`src/rtl/spi_pkg.sv`:
```
package spi_pkg;
  localparam int unsigned REG_AW = 3;
  typedef logic [REG_AW-1:0] reg_addr_t;

  localparam reg_addr_t A_CTRL = 3'd0;
  localparam reg_addr_t A_DIV  = 3'd1;
  localparam reg_addr_t A_TX   = 3'd2;
  localparam reg_addr_t A_RX   = 3'd3;
  localparam reg_addr_t A_STAT = 3'd4;

  localparam int unsigned CB_MASTER = 0;
  localparam int unsigned CB_CPOL   = 1;
  localparam int unsigned CB_CPHA   = 2;
  localparam int unsigned CB_KEEP   = 3;

  localparam int unsigned SB_TXV = 0;
  localparam int unsigned SB_RXV = 3;
  localparam int unsigned SB_OVF = 5;
endpackage

```
`src/rtl/spi_sync.sv`:
```
module spi_sync #(
  parameter int unsigned WIDTH = 1,
  parameter int unsigned STAGES = 2,
  parameter logic [WIDTH-1:0] RST_VAL = '0
) (
  input  logic             clk,
  input  logic             rst_n,
  input  logic [WIDTH-1:0] din,
  output logic [WIDTH-1:0] dout
);
  logic [WIDTH-1:0] stage [STAGES];

  for (genvar s = 0; s < STAGES; s++) begin : g_stage
    if (s == 0) begin : g_first
      always_ff @(posedge clk or negedge rst_n) begin
        if (!rst_n) stage[0] <= RST_VAL;
        else        stage[0] <= din;
      end
    end else begin : g_next
      always_ff @(posedge clk or negedge rst_n) begin
        if (!rst_n) stage[s] <= RST_VAL;
        else        stage[s] <= stage[s-1];
      end
    end
  end

  assign dout = stage[STAGES-1];
endmodule

```
`src/rtl/spi_clkgen.sv`:
```
module spi_clkgen #(
  parameter int unsigned DIV_W = 8
) (
  input  logic             clk,
  input  logic             rst_n,
  input  logic             run,
  input  logic             cpol,
  input  logic [DIV_W-1:0] div,
  output logic             sclk,
  output logic             tick
);
  logic [DIV_W-1:0] cnt;

  assign tick = run && (cnt == div);

  always_ff @(posedge clk or negedge rst_n) begin
    if (!rst_n) begin
      cnt  <= '0;
      sclk <= 1'b0;
    end else if (!run) begin
      cnt  <= '0;
      sclk <= cpol;
    end else if (tick) begin
      cnt  <= '0;
      sclk <= ~sclk;
    end else begin
      cnt  <= cnt + DIV_W'(1);
    end
  end
endmodule

```
`src/rtl/spi_engine.sv`:
```
module spi_engine #(
  parameter int unsigned DATA_W = 8
) (
  input  logic              clk,
  input  logic              rst_n,
  input  logic              cpha,
  input  logic              start,
  input  logic              abort,
  input  logic              cont,
  input  logic              edge_ev,
  input  logic              sdi,
  input  logic              tx_valid,
  input  logic [DATA_W-1:0] tx_data,
  output logic              sdo,
  output logic              take,
  output logic              done,
  output logic [DATA_W-1:0] rx_data,
  output logic              active
);
  localparam int unsigned EDGES = 2 * DATA_W;
  localparam int unsigned CNT_W = $clog2(EDGES);
  localparam logic [CNT_W-1:0] LAST_EDGE = CNT_W'(EDGES - 1);

  logic [CNT_W-1:0]  eidx;
  logic [DATA_W-1:0] tx_sh, rx_sh, last_tx, rx_next;
  logic lead, at_last, ev, sample, shift, load;

  assign ev      = edge_ev && active;
  assign lead    = ~eidx[0];
  assign at_last = (eidx == LAST_EDGE);
  assign sample  = ev && (cpha ? !lead : lead);
  assign shift   = ev && !at_last && (cpha ? (lead && eidx != '0) : !lead);
  assign load    = start || (ev && at_last && cont && !abort);
  assign take    = load && tx_valid;
  assign done    = ev && at_last;
  assign rx_next = {rx_sh[DATA_W-2:0], sdi};
  assign rx_data = cpha ? rx_next : rx_sh;
  assign sdo     = tx_sh[DATA_W-1];

  always_ff @(posedge clk or negedge rst_n) begin
    if (!rst_n) begin
      active <= 1'b0;
      eidx   <= '0;
    end else if (abort) begin
      active <= 1'b0;
      eidx   <= '0;
    end else if (start) begin
      active <= 1'b1;
      eidx   <= '0;
    end else if (ev) begin
      if (at_last) begin
        eidx   <= '0;
        active <= cont;
      end else begin
        eidx   <= eidx + CNT_W'(1);
      end
    end
  end

  always_ff @(posedge clk or negedge rst_n) begin
    if (!rst_n) begin
      tx_sh   <= '0;
      last_tx <= '0;
    end else if (load) begin
      tx_sh   <= tx_valid ? tx_data : last_tx;
      last_tx <= tx_valid ? tx_data : last_tx;
    end else if (shift) begin
      tx_sh   <= {tx_sh[DATA_W-2:0], 1'b0};
    end
  end

  always_ff @(posedge clk or negedge rst_n) begin
    if (!rst_n)      rx_sh <= '0;
    else if (sample) rx_sh <= rx_next;
  end
endmodule

```
`src/rtl/spi_byte_port.sv`:
```
module spi_byte_port
  import spi_pkg::*;
#(
  parameter int unsigned DATA_W = 8,
  parameter int unsigned DIV_W = 8,
  parameter int unsigned SYNC_STAGES = 2
) (
  input  logic              clk,
  input  logic              rst_n,
  input  logic [REG_AW-1:0] bus_addr,
  input  logic [DATA_W-1:0] bus_wdata,
  input  logic              bus_wr,
  input  logic              bus_rd,
  output logic [DATA_W-1:0] bus_rdata,
  input  logic              sclk_i,
  output logic              sclk_o,
  output logic              sclk_oe,
  input  logic              mosi_i,
  output logic              mosi_o,
  output logic              mosi_oe,
  input  logic              miso_i,
  output logic              miso_o,
  output logic              miso_oe,
  input  logic              cs_n_i
);
  // control and data registers
  logic              mode_master, mode_cpol, mode_cpha, mode_keep;
  logic [DIV_W-1:0]  div_q;
  logic [DATA_W-1:0] tx_hold, rx_hold;
  logic              tx_valid, rx_valid, ovf;

  // synchronised pins and edge history
  logic sclk_s, csn_s, mosi_s, sclk_d, csn_d;

  // engine and clock generator wiring
  logic              eng_start, eng_abort, eng_edge, eng_sdi, eng_sdo;
  logic              eng_take, eng_done, eng_active;
  logic [DATA_W-1:0] eng_rx;
  logic              gen_sclk, gen_tick;

  logic wr_ctrl, wr_div, wr_tx, rd_rx, rd_stat;
  logic slave_fall, slave_edge, master_go, rx_clash;

  assign wr_ctrl = bus_wr && (bus_addr == A_CTRL);
  assign wr_div  = bus_wr && (bus_addr == A_DIV);
  assign wr_tx   = bus_wr && (bus_addr == A_TX);
  assign rd_rx   = bus_rd && (bus_addr == A_RX);
  assign rd_stat = bus_rd && (bus_addr == A_STAT);

  spi_sync #(
    .WIDTH  (3),
    .STAGES (SYNC_STAGES),
    .RST_VAL(3'b010)
  ) u_sync (
    .clk  (clk),
    .rst_n(rst_n),
    .din  ({sclk_i, cs_n_i, mosi_i}),
    .dout ({sclk_s, csn_s, mosi_s})
  );

  always_ff @(posedge clk or negedge rst_n) begin
    if (!rst_n) begin
      sclk_d <= 1'b0;
      csn_d  <= 1'b1;
    end else begin
      sclk_d <= sclk_s;
      csn_d  <= csn_s;
    end
  end

  assign slave_fall = !mode_master && csn_d && !csn_s;
  assign slave_edge = !mode_master && !csn_s && (sclk_s != sclk_d);
  assign master_go  = mode_master && !eng_active && tx_valid;

  assign eng_start = master_go || slave_fall;
  assign eng_abort = !mode_master && csn_s;
  assign eng_edge  = mode_master ? gen_tick : slave_edge;
  assign eng_sdi   = mode_master ? miso_i : mosi_s;

  spi_clkgen #(.DIV_W(DIV_W)) u_clkgen (
    .clk  (clk),
    .rst_n(rst_n),
    .run  (mode_master && eng_active),
    .cpol (mode_cpol),
    .div  (div_q),
    .sclk (gen_sclk),
    .tick (gen_tick)
  );

  spi_engine #(.DATA_W(DATA_W)) u_engine (
    .clk     (clk),
    .rst_n   (rst_n),
    .cpha    (mode_cpha),
    .start   (eng_start),
    .abort   (eng_abort),
    .cont    (!mode_master),
    .edge_ev (eng_edge),
    .sdi     (eng_sdi),
    .tx_valid(tx_valid),
    .tx_data (tx_hold),
    .sdo     (eng_sdo),
    .take    (eng_take),
    .done    (eng_done),
    .rx_data (eng_rx),
    .active  (eng_active)
  );

  // control register and divider
  always_ff @(posedge clk or negedge rst_n) begin
    if (!rst_n) begin
      mode_master <= 1'b0;
      mode_cpol   <= 1'b0;
      mode_cpha   <= 1'b0;
      mode_keep   <= 1'b0;
      div_q       <= '0;
    end else begin
      if (wr_ctrl) begin
        mode_master <= bus_wdata[CB_MASTER];
        mode_cpol   <= bus_wdata[CB_CPOL];
        mode_cpha   <= bus_wdata[CB_CPHA];
        mode_keep   <= bus_wdata[CB_KEEP];
      end
      if (wr_div) div_q <= DIV_W'(bus_wdata);
    end
  end

  // transmit holding register: a write wins over a coincident load
  always_ff @(posedge clk or negedge rst_n) begin
    if (!rst_n) begin
      tx_hold  <= '0;
      tx_valid <= 1'b0;
    end else if (wr_tx) begin
      tx_hold  <= bus_wdata;
      tx_valid <= 1'b1;
    end else if (eng_take) begin
      tx_valid <= 1'b0;
    end
  end

  // receive holding register; a read in the completion cycle frees the slot
  assign rx_clash = eng_done && rx_valid && !rd_rx;

  always_ff @(posedge clk or negedge rst_n) begin
    if (!rst_n) begin
      rx_hold  <= '0;
      rx_valid <= 1'b0;
    end else if (eng_done) begin
      rx_valid <= 1'b1;
      if (!(rx_clash && mode_keep)) rx_hold <= eng_rx;
    end else if (rd_rx) begin
      rx_valid <= 1'b0;
    end
  end

  always_ff @(posedge clk or negedge rst_n) begin
    if (!rst_n)        ovf <= 1'b0;
    else if (rx_clash) ovf <= 1'b1;
    else if (rd_stat)  ovf <= 1'b0;
  end

  always_comb begin
    bus_rdata = '0;
    case (bus_addr)
      A_CTRL: begin
        bus_rdata[CB_MASTER] = mode_master;
        bus_rdata[CB_CPOL]   = mode_cpol;
        bus_rdata[CB_CPHA]   = mode_cpha;
        bus_rdata[CB_KEEP]   = mode_keep;
      end
      A_DIV:  bus_rdata = DATA_W'(div_q);
      A_TX:   bus_rdata = tx_hold;
      A_RX:   bus_rdata = rx_hold;
      A_STAT: begin
        bus_rdata[SB_TXV] = tx_valid;
        bus_rdata[SB_RXV] = rx_valid;
        bus_rdata[SB_OVF] = ovf;
      end
      default: bus_rdata = '0;
    endcase
  end

  assign sclk_o  = gen_sclk;
  assign sclk_oe = mode_master;
  assign mosi_o  = eng_sdo;
  assign mosi_oe = mode_master;
  assign miso_o  = eng_sdo;
  assign miso_oe = !mode_master && !csn_s;
endmodule

```
`config.mk`:
```
export PLATFORM = sky130hd
export DESIGN_NAME = spi_byte_port
export DESIGN_NICKNAME = d
export VERILOG_FILES = /design/src/rtl/spi_pkg.sv /design/src/rtl/spi_sync.sv /design/src/rtl/spi_clkgen.sv /design/src/rtl/spi_engine.sv /design/src/rtl/spi_byte_port.sv
export SDC_FILE = /design/constraint.sdc
export NUM_CORES = 1
export LEC_CHECK = 0
export CAP_MARGIN = 20
export CORE_UTILIZATION = 40
export DETAILED_ROUTE_END_ITERATION = 10
export HOLD_SLACK_MARGIN = 0.03
export SETUP_SLACK_MARGIN = 0.15
export SLEW_MARGIN = 20
export SYNTH_ARGS = -nofsm -noshare
export SYNTH_HDL_FRONTEND = slang
export SYNTH_HIERARCHICAL = 1
export SYNTH_SLANG_ARGS = --single-unit
```
`constraint.sdc`:
```
create_clock -name clk -period 2.7 [get_ports clk]
set_input_delay 0.675 -clock clk [delete_from_list [all_inputs] [get_ports clk]]
set_output_delay 0.675 -clock clk [all_outputs]
set_load 0.01 [all_outputs]
```
==> impl_metrics.py <==
metrics = {
    "outcome": {
        "status": "finished clean",
    },
    "yosys": {
        "seq_area_frac_synth_pct": 50.9,
        "synth.net_count": 325,
        "synth.avg_cell_area_um2": 12.5,
        "synth_top_area_share_pct": 48.8,
        "synthArstFlopShare_pct": 100,
        "synth_edf_count": 0,
        "synth_top_cell_by_area": "dfrtp_1",
        "netlist_area_um2": 3790,
        "ys_top_cells_by_count": "dfrtp_1, mux2_2, nor2_1",
        "yosys.cell_types.count": 51,
        "synth_cells": 303,
        "synthFlopType": "dfrtp_1",
        "ys_warn_count": 6,
        "yosys_register_bits": 77,
        "synth.most_common_cell": "dfrtp_1",
        "synth.area.top_cells": "dfrtp_1, mux2_2, mux2i_1",
    },
    "pwr": {
        "cell_internal_pwr_w": 0.00247,
        "clkPwrFrac_pct": 28.2,
        "comb_power_share_pct": 26.7,
        "p_switching_w": 0.00103,
        "seq_power_share_pct": 45.2,
        "switching_share_pct": 29.5,
        "finalPower_w": 0.00351,
        "leakage_nw": 2.10,
        "peakVddDrop_v": 0.000267,
        "power_density_nw_per_um2": 763,
    },
    "floorplan": {
        "die_area_um2": 9880,
        "placement_rows": 35,
        "core_area_um2": 9200,
        "die_width_um": 99.4,
        "ioPinCount": 33,
        "start_util_pct": 41.3,
        "die_height_um": 99.4,
    },
    "worst_setup_path": {
        "crit_type": "in -> out",
        "worstPathCellList": "buf_2, buf_4, nor2b_1, a22oi_1, nor2_1, dlygate4sd2_1",
        "critPathArrivalTime_ns": 1.83,
        "critical_path_buf_inv_count": 3,
        "worstPathRequired_ns": 2.03,
        "critical_path_peak_fanout": 14,
        "crit_family": "buffers and inverters",
        "worst_path_largest_cell_delay_ns": 0.27,
        "reg2regPathDepth": 9,
        "crit_slowest_cell": "nor2b_1",
        "r2r-end": "rx_hold[2]$_DFFE_PN0P_",
        "cp-end-kind": "output pin",
        "reg2reg_from": "div_q[5]$_DFFE_PN0P_",
        "critPathLaunchType": "primary input",
        "r2r_setup_slack_ns": 0.31,
    },
    "placement": {
        "placedCellCount": 450,
        "portBuffers": 32,
        "gp_congestion": 0.814,
        "preCtsSetupSlack_ns": -0.587,
        "dp_hpwl_mm": 5.56,
    },
    "sta": {
        "min_period_ns": 2.50,
        "fin_ws_ns": 0.196,
        "timing.fmax_ghz": 0.399,
        "tightest_slew_ns": 0.509,
        "finalCritPeriodShare_pct": 92.7,
        "rsz0062_at_grt": "true",
        "setup_viol": 0,
        "slew_viol_final": 0,
        "skew_ns": 0.00872,
        "finalHoldViolations": 0,
        "finalSetupTns_ns": 0,
        "relSlewSlack_pct": 66.1,
    },
    "clocking": {
        "cts.sinks": 77,
        "cts_made_buffers": 9,
        "cts.clk_slew.worst_paths_ns": 0.08,
        "postCtsHoldBufs": 0,
        "htreeDepth": 3,
        "clockBufferDepth": 2,
        "clk_latency_ns": 0.35,
        "cts_root_buffer": "clkbuf_8",
        "cts_tree": "done",
    },
    "grt": {
        "grt_first_pass_wirelength_mm": 13.0,
        "antenna_found_initial": 0,
        "track_usage_pct": 17.2,
        "overflow": 0,
        "grt_pass1_vias": 2496,
        "grt_max_degree": 41,
    },
    "detailed_routing": {
        "drtPass1Iterations": 4,
        "ant_nets": 0,
        "wire_per_inst_um": 16.2,
        "vias": 2450,
        "drc": 0,
        "wl_mm": 7.63,
        "avgViaCountPerCell": 5.21,
        "drtIter0Drc": 70,
    },
    "final_layout": {
        "multiInputGateArea_um2": 1760,
        "num_antenna_cells": 0,
        "seq_area_um2": 1930,
        "fin_nets": 376,
        "syn_to_final_growth_pct": 21.1,
        "fillCellCount": 831,
        "drive_above_1_share_pct": 32.9,
        "final_cells": 470,
    },
    "run": {
        "maxCapViolCount": 0,
    },
    "worst_hold_path": {
        "hp-class": "in -> async",
    },
}
==> worst max-delay path by stage <==
stage,end,start,cells after the start
6_report,bus_rdata[7],bus_addr[0],6
5_1_grt,bus_rdata[7],bus_addr[0],6
4_1_cts,bus_rdata[6],bus_addr[1],6
3_5_place_dp,bus_rdata[3],bus_addr[0],6
2_1_floorplan,rx_hold[0]$_DFFE_PN0P_,mosi_oe$_DFFE_PN0P_,11
3_3_place_gp,bus_rdata[3],bus_addr[0],6
==> kinds of logic (layout without fill, tap and decap cells) <==
family | after synthesis | after routing | synth area share (%)
adder cells (fa/ha/maj) | 3 | 3 | 0.990
multiplexers | 72 | 72 | 22.2
AND/OR/NAND/NOR | 72 | 72 | 11.0
XOR/XNOR | 18 | 18 | 4.55
flip-flops | 77 | 77 | 50.9
AO/OA/AOI/OAI | 36 | 36 | 6.50
buffers and inverters | 25 | 81 | 3.86
==> power by group through the flow <==
stage,Clock [W],Combinational (W),Sequential (W)
global route,0.00107,0.00104,0.00162
global placement,0,0.000907,0.00160
finish,0.000988,0.000936,0.00158
CTS,0.00101,0.000930,0.00159
floorplan,0,0.000645,0.00156
detailed placement,0,0.000928,0.00161
==> sequential cells by signal, summed over array words and instances, names as in the netlist, 3 cells and up <==
signal and flops:
div_q 8, rx_hold 8, tx_hold 8, u_clkgen/cnt 8
u_engine/last_tx 8, u_engine/rx_sh 8, u_engine/tx_sh 8, u_engine/eidx 4
u_sync/dout 3, u_sync/stage 3
==> per-stage QoR <==
step,cell area (um2),hold slack [ns],util [%]
after floorplan,3790,0.331,-
after global placement,4300,0.332,46.8
after detailed placement,4300,0.335,46.8
after CTS,4560,0.302,49.5
after global routing,4600,0.319,50.0
final,4600,0.293,50.0
==> routing by layer <==
metal / GRT usage (%) / vias to the layer above / part of all wire [%]
met3: 3.58 / 8 / 2.3
met4: 7.24 / 0 / 1.4
met1: 23.6 / 1226 / 49
met2: 26.6 / 42 / 47
li1: - / 1174 / -
met5: 0 / - / 0
==> what timing repair did <==
| action | in CTS | in global routing |
|---|---|---|
| buffers inserted | 0 | 3 |
| gates resized for setup | 30 | 6 |
| endpoints found under the setup margin | 16 | 25 |
| pin swaps | 3 | 3 |
| endpoints found under the hold margin | 0 | 0 |
| gates cloned | 1 | 0 |
==> layout make-up <==
type | count | area share, %
tap | 111 | 3.02
sequential | 77 | 42.0
clock inverter | 4 | 1.52
multi-input combinational | 201 | 38.2
clock buffer | 12 | 3.38
inverter | 8 | 0.653
timing repair buffer | 57 | 11.2
==> worst register-to-register path: cells and delay by family, from the launching register on <==
family                 cells  cell delay (ns)
AO/OA/AOI/OAI              2             0.58
XOR/XNOR                   1             0.19
AND/OR/NAND/NOR            4             0.68
buffers and inverters      1             0.08
flip-flops                 1             0.43
multiplexers               1             0.33
==> cells in the final DEF, fill, tap and decap left out, types with 3 or more instances in the layout <==
cell              n
clkbuf_8         11
a21oi_1           9
dfstp_2           3
nor2b_1           8
a22oi_1           3
a211oi_1          3
nand3_1           9
buf_4            24
mux2i_1          20
dlygate4sd2_1     4
ha_1              3
nor3_1            5
mux2_2           42
nor2_1           26
xnor2_1           9
clkdlybuf4s15_1   3
clkdlybuf4s50_1  20
nand2_1           4
dfrtp_1          74
o21ai_0           3
xor2_1            7
inv_1             8
mux2_4            8
clkdlybuf4s15_2   3
(Power assumes the default switching activity.)
